===== src/rtl/irq_ack_eoi_pkg.sv =====
package irq_ack_eoi_pkg;
    localparam int ID_W = 10;
    localparam logic [ID_W-1:0] IDLE_ID = 10'd1023;
endpackage


===== src/rtl/iae_chain.sv =====
// Per-ID preemption links, recorded priorities and active bits.
module iae_chain
    import irq_ack_eoi_pkg::*;
#(
    parameter int NUM_ID = 32,
    parameter int PRIO_W = 8
) (
    input  logic                         clk,
    input  logic                         rst_n,
    input  logic                         push_i,
    input  logic [$clog2(NUM_ID)-1:0]    push_idx_i,
    input  logic [ID_W-1:0]              push_prev_i,
    input  logic [PRIO_W-1:0]            push_prio_i,
    input  logic                         retire_i,
    input  logic                         unlink_i,
    input  logic [$clog2(NUM_ID)-1:0]    retire_idx_i,
    input  logic [$clog2(NUM_ID)-1:0]    look_idx_i,
    output logic [ID_W-1:0]              rest_id_o,
    output logic [PRIO_W-1:0]            rest_prio_o,
    output logic [NUM_ID-1:0]            active_o
);
    localparam int IDX_W = $clog2(NUM_ID);
    localparam logic [PRIO_W-1:0] IDLE_PRIO = '1;

    typedef struct packed {
        logic [NUM_ID-1:0][ID_W-1:0]   link;
        logic [NUM_ID-1:0][PRIO_W-1:0] prio;
        logic [NUM_ID-1:0]             act;
    } chain_t;

    chain_t st_d, st_q;

    always_comb begin
        st_d = st_q;
        if (push_i) begin
            st_d.link[push_idx_i] = push_prev_i;
            st_d.prio[push_idx_i] = push_prio_i;
            st_d.act[push_idx_i]  = 1'b1;
        end
        if (retire_i) begin
            st_d.act[retire_idx_i] = 1'b0;
            if (unlink_i) begin
                for (int t = 0; t < NUM_ID; t++) begin
                    if (st_q.act[t] && (st_q.link[t] == ID_W'(retire_idx_i))) begin
                        st_d.link[t] = st_q.link[retire_idx_i];
                    end
                end
            end
        end
    end

    always_ff @(posedge clk or negedge rst_n) begin
        if (!rst_n) begin
            st_q.link <= {NUM_ID{IDLE_ID}};
            st_q.prio <= '1;
            st_q.act  <= '0;
        end else begin
            st_q <= st_d;
        end
    end

    logic [ID_W-1:0] rest_id;
    assign rest_id     = st_q.link[look_idx_i];
    assign rest_id_o   = rest_id;
    assign rest_prio_o = (rest_id == IDLE_ID) ? IDLE_PRIO : st_q.prio[rest_id[IDX_W-1:0]];
    assign active_o    = st_q.act;
endmodule


===== src/rtl/iae_repend.sv =====
// Level re-pend decision for a completed ID.
module iae_repend
    import irq_ack_eoi_pkg::*;
#(
    parameter int NUM_ID = 32
) (
    input  logic                      fire_i,
    input  logic [$clog2(NUM_ID)-1:0] idx_i,
    input  logic [NUM_ID-1:0]         level_i,
    input  logic [NUM_ID-1:0]         edge_mode_i,
    input  logic [NUM_ID-1:0]         enable_i,
    input  logic [NUM_ID-1:0]         target_i,
    output logic [NUM_ID-1:0]         set_o
);
    localparam int IDX_W = $clog2(NUM_ID);

    for (genvar g = 0; g < NUM_ID; g++) begin : g_id
        assign set_o[g] = fire_i && (idx_i == IDX_W'(g)) && !edge_mode_i[g]
                          && enable_i[g] && level_i[g] && target_i[g];
    end
endmodule


===== src/rtl/irq_ack_eoi.sv =====
module irq_ack_eoi
    import irq_ack_eoi_pkg::*;
#(
    parameter int NUM_ID = 32,
    parameter int PRIO_W = 8
) (
    input  logic              clk,
    input  logic              rst_n,
    input  logic              ack_rd_i,
    input  logic              best_valid_i,
    input  logic [ID_W-1:0]   best_id_i,
    input  logic [PRIO_W-1:0] best_prio_i,
    input  logic              eoi_wr_i,
    input  logic [ID_W-1:0]   eoi_id_i,
    input  logic [NUM_ID-1:0] level_i,
    input  logic [NUM_ID-1:0] edge_mode_i,
    input  logic [NUM_ID-1:0] enable_i,
    input  logic [NUM_ID-1:0] target_i,
    output logic [ID_W-1:0]   ack_data_o,
    output logic [ID_W-1:0]   running_id_o,
    output logic [PRIO_W-1:0] running_prio_o,
    output logic [NUM_ID-1:0] active_o,
    output logic [NUM_ID-1:0] pend_clr_o,
    output logic [NUM_ID-1:0] pend_set_o
);
    localparam int IDX_W = $clog2(NUM_ID);
    localparam logic [PRIO_W-1:0] IDLE_PRIO = '1;

    typedef struct packed {
        logic [ID_W-1:0]   ack_data;
        logic [ID_W-1:0]   running;
        logic [PRIO_W-1:0] prio;
        logic [NUM_ID-1:0] clr;
        logic [NUM_ID-1:0] set;
    } cpu_t;

    cpu_t cs_d, cs_q;

    logic              ack_fire;
    logic              eoi_ok;
    logic              eoi_mid;
    logic [ID_W-1:0]   rest_id;
    logic [PRIO_W-1:0] rest_prio;
    logic [NUM_ID-1:0] reset_set;

    // An acknowledge takes the cycle; a completion in the same cycle is dropped.
    assign ack_fire = ack_rd_i && best_valid_i && (best_id_i < ID_W'(NUM_ID));
    assign eoi_ok   = eoi_wr_i && !ack_rd_i && (cs_q.running != IDLE_ID)
                      && (eoi_id_i < ID_W'(NUM_ID));
    assign eoi_mid  = eoi_ok && (eoi_id_i != cs_q.running);

    iae_chain #(
        .NUM_ID (NUM_ID),
        .PRIO_W (PRIO_W)
    ) u_chain (
        .clk          (clk),
        .rst_n        (rst_n),
        .push_i       (ack_fire),
        .push_idx_i   (best_id_i[IDX_W-1:0]),
        .push_prev_i  (cs_q.running),
        .push_prio_i  (best_prio_i),
        .retire_i     (eoi_ok),
        .unlink_i     (eoi_mid),
        .retire_idx_i (eoi_id_i[IDX_W-1:0]),
        .look_idx_i   (cs_q.running[IDX_W-1:0]),
        .rest_id_o    (rest_id),
        .rest_prio_o  (rest_prio),
        .active_o     (active_o)
    );

    iae_repend #(
        .NUM_ID (NUM_ID)
    ) u_repend (
        .fire_i      (eoi_ok),
        .idx_i       (eoi_id_i[IDX_W-1:0]),
        .level_i     (level_i),
        .edge_mode_i (edge_mode_i),
        .enable_i    (enable_i),
        .target_i    (target_i),
        .set_o       (reset_set)
    );

    always_comb begin
        cs_d     = cs_q;
        cs_d.clr = '0;
        cs_d.set = reset_set;
        if (ack_rd_i) begin
            cs_d.ack_data = ack_fire ? best_id_i : IDLE_ID;
            if (ack_fire) begin
                cs_d.running                 = best_id_i;
                cs_d.prio                    = best_prio_i;
                cs_d.clr[best_id_i[IDX_W-1:0]] = 1'b1;
            end
        end else if (eoi_ok && !eoi_mid) begin
            cs_d.running = rest_id;
            cs_d.prio    = rest_prio;
        end
    end

    always_ff @(posedge clk or negedge rst_n) begin
        if (!rst_n) begin
            cs_q.ack_data <= IDLE_ID;
            cs_q.running  <= IDLE_ID;
            cs_q.prio     <= IDLE_PRIO;
            cs_q.clr      <= '0;
            cs_q.set      <= '0;
        end else begin
            cs_q <= cs_d;
        end
    end

    assign ack_data_o     = cs_q.ack_data;
    assign running_id_o   = cs_q.running;
    assign running_prio_o = cs_q.prio;
    assign pend_clr_o     = cs_q.clr;
    assign pend_set_o     = cs_q.set;
endmodule


===== config.mk =====
export PLATFORM = sky130hd
export DESIGN_NAME = irq_ack_eoi
export DESIGN_NICKNAME = d
export VERILOG_FILES = /design/src/rtl/irq_ack_eoi_pkg.sv /design/src/rtl/iae_chain.sv /design/src/rtl/iae_repend.sv /design/src/rtl/irq_ack_eoi.sv
export SDC_FILE = /design/constraint.sdc
export NUM_CORES = 2
export LEC_CHECK = 0
export BUFFER_PORTS_ARGS = -buffer_cell sky130_fd_sc_hd__clkbuf_2
export CORE_MARGIN = 2
export CORE_UTILIZATION = 40
export CTS_BUF_LIST = sky130_fd_sc_hd__clkbuf_16
export DETAILED_ROUTE_END_ITERATION = 7
export PLACE_DENSITY = 0.62
export SYNTH_ARGS = -nofsm -noshare
export SYNTH_HDL_FRONTEND = slang
export SYNTH_HIERARCHICAL = 1
export SYNTH_SLANG_ARGS = --single-unit
export TNS_END_PERCENT = 10

===== constraint.sdc =====
create_clock -name clk -period 8.65 [get_ports clk]
set_clock_uncertainty 0.2 [all_clocks]
set_input_delay 0.4325 -clock clk [delete_from_list [all_inputs] [get_ports clk]]
set_output_delay 0.4325 -clock clk [all_outputs]
set_load 0.1 [all_outputs]

==> run metrics <==
most frequent cells in the layout sky130_fd_sc_hd__dfstp_2 (601), sky130_fd_sc_hd__mux2_2 (427), sky130_fd_sc_hd__a21oi_1 (351); class of the most critical setup path flip-flop to flip-flop; io pins 285; Die Outline Area 104000 sq um; Mapped Nets 3790; source of the worst register-to-register timing path running_id_o[1]; Sink Count 700; core region area 100000 sq um; HPWL after detailed placement 93300 um; Net Switching 2100 uW; number of buffers added by the clock tree synthesis step 79; power density relative to cell area 161 nW/um^2; final max-slew violation count 0; mean instance size in the synthesized netlist 11.2 sq um; flip-flop cell with the highest count after synthesis sky130_fd_sc_hd__dfstp_2; path category of the worst min-delay check input pin to flip-flop; switching fraction of total power 0.283; effective utilization at floorplan 0.404; Flop pwr share 0.457; Crit. Startpoint running_id_o[1]; Yosys cell types 65; DR vias 31700; CP Capture Type flip-flop; Critical path destination running_prio_o[1]; final hold vios 0; endpoints failing setup 0; remaining number of nets flagged by the antenna check after routing 0; detailed-route wire length 140000 um; antenna violations before repair 3; number of optimization iterations in the first detailed-route pass 8; total global routing overflow 0; worst-case vdd ir drop 0.129 mV; antenna diode count 0; clk slew on worst S/H paths 0.06 ns; total number of H-tree levels 3; final RePlAce weighted congestion 0.947; critical path launch point type flip-flop; Leak 0.0183 uW; critical path data arrival time 6.15 ns; FF+latch count, synth 700; vias in the first global route 30800; final design utilization 0.460; proportion of register bits with asynchronous set or reset after synthesis 1.00; initial drt markers 3296; Die Y 322 um; result of the run finished clean; number of setup buffers added after CTS 0; fraction of post-synthesis cell area in the top cell type by area 0.392; post-synthesis instance total 3629; Max transition margin 0.0939; maximum buffer depth of the clock tree 3; synthesis warning total 6; setup repair after global routing missed its margin false; shortest clock period the worst path allows after layout 5.77 ns; clock group share of total power 0.421; total standard cell area after synthesis 40500 sq um; signed area change from the synthesized netlist to the final layout 13.8%; sequential element share of the synthesized area 0.451; worst-skew pair later-pin latency 0.66 ns; Cell Rows 116; peak clock frequency supported by timing 173 MHz; dominant cell type by area after synthesis sky130_fd_sc_hd__dfstp_2; Worst-Margin Slew 1.35 ns; total global-route track usage 0.265; Worst R2R Path Depth 12; minimum setup slack among reg-to-reg paths 2.88 ns; wire length of the first global-routing pass 207000 um; per-cell routed wire length 26.8 um; most common cell after layout, fill and taps aside sky130_fd_sc_hd__dfstp_2; number of flops mapped to enable cells by yosys 0; combinational power share 0.122; cell-internal power 5330 uW; data required time of the critical path 9.02 ns; final net count 3951; CTS root buf sky130_fd_sc_hd__clkbuf_16; x dimension of the die 322 um; ranking of synthesized cells by area sky130_fd_sc_hd__dfstp_2 (39%), sky130_fd_sc_hd__mux2_2 (12%), sky130_fd_sc_hd__mux4_2 (9.2%); I/O Buffers 284; TritonCTS clock tree done; pin count of the biggest net entering global routing 173; layout cell share with drive strength beyond 1 0.458; number of violations of the max-capacitance limit 0; largest driver fanout on the critical path 67; TNS Setup 0 ns; Remaining DRCs 0; detailed-route vias per instance 6.08; Tcrit/Tclk final 0.668; capture point of the worst reg-to-reg path running_prio_o[1]
-- cells in the mapped netlist (74+ instances only) --
cell	count
sky130_fd_sc_hd__mux2_2	427
sky130_fd_sc_hd__dfrtp_1	96
sky130_fd_sc_hd__a21oi_1	351
sky130_fd_sc_hd__dfstp_2	604
sky130_fd_sc_hd__a211oi_1	189
sky130_fd_sc_hd__clkbuf_1	241
sky130_fd_sc_hd__xor2_1	96
sky130_fd_sc_hd__nor2b_1	165
sky130_fd_sc_hd__nor2_1	265
sky130_fd_sc_hd__nand2_1	202
sky130_fd_sc_hd__xnor2_1	74
sky130_fd_sc_hd__mux4_2	166
-- power groups by stage --
stage               Sequential, uW  Clock, uW  Combinational, uW
floorplan                     3450          0                579
global placement              3440          0                863
detailed placement            3440          0                874
CTS                           3390       3190                898
global route                  3400       3310                962
finish                        3390       3130                905
-- how the worst min path moves through the flow --
| stage | startpoint | end | cells after the start |
|---|---|---|---|
| global placement | ack_data_o[8] | ack_data_o[8] | 2 |
| global route | best_id_i[1] | ack_data_o[1] | 3 |
| detailed placement | running_prio_o[1] | running_prio_o[1] | 2 |
| CTS | best_id_i[1] | ack_data_o[1] | 3 |
| floorplan | rst_n | pend_clr_o[0] | 0 |
| finish | best_id_i[1] | ack_data_o[1] | 3 |
-- critical path, cell delays in order (launching register included) --
cell and delay, ns:
sky130_fd_sc_hd__dfstp_4 1.15, sky130_fd_sc_hd__buf_12 0.45, sky130_fd_sc_hd__mux4_2 0.56, sky130_fd_sc_hd__mux2_2 0.27, sky130_fd_sc_hd__o22ai_1 0.14, sky130_fd_sc_hd__a211o_1 0.56
sky130_fd_sc_hd__inv_2 0.45, sky130_fd_sc_hd__nor2_2 0.99, sky130_fd_sc_hd__a32oi_1 0.25, sky130_fd_sc_hd__nand4b_1 0.24, sky130_fd_sc_hd__nand4_1 0.10, sky130_fd_sc_hd__a22oi_1 0.18
sky130_fd_sc_hd__nand2_1 0.08
-- metal layers --
metal / wire length, um / global-route usage
met3: 11300 / 0.0478
met1: 56900 / 0.357
met4: 7480 / 0.129
met5: 0 / 0
met2: 64000 / 0.415
-- through the flow --
stage | std cells | cell area (sq um) | hold WS, ns | setup slack [ns] | total power [uW]
2_1_floorplan | 3629 | 40500 | -0.0631 | 5.00 | 4030
3_3_place_gp | 4979 | 42900 | 0.275 | 3.08 | 4300
3_5_place_dp | 4979 | 42900 | 0.276 | 2.93 | 4320
4_1_cts | 5207 | 46100 | 0.0382 | 2.93 | 7480
5_1_grt | 5207 | 46100 | 0.102 | 2.66 | 7670
6_report | 5207 | 46100 | 0.0747 | 2.88 | 7420
-- what timing repair did --
item	in CTS	in global routing
hold endpoints to repair	63	0
setup endpoints to repair	0	0
hold buffers	87	0
gates resized for setup	0	0
-- kinds of logic after synthesis --
| group | after synthesis | share of synthesized area |
|---|---|---|
| simple gates | 989 | 0.128 |
| compound gates | 719 | 0.113 |
| flops | 700 | 0.451 |
| mux | 646 | 0.224 |
| buf+inv | 405 | 0.0479 |
| xor+xnor | 170 | 0.0367 |
-- area by class of cell --
type | instances | area, sq um
fillers | 9118 | 54200
repair buffers | 470 | 3150
well taps | 1357 | 1700
flip-flops and latches | 700 | 18300
multi-input cells | 2524 | 20600
inverters | 15 | 61.3
clock inverters | 59 | 294
clock buffers | 82 | 2050
(Power assumes the default switching activity.)
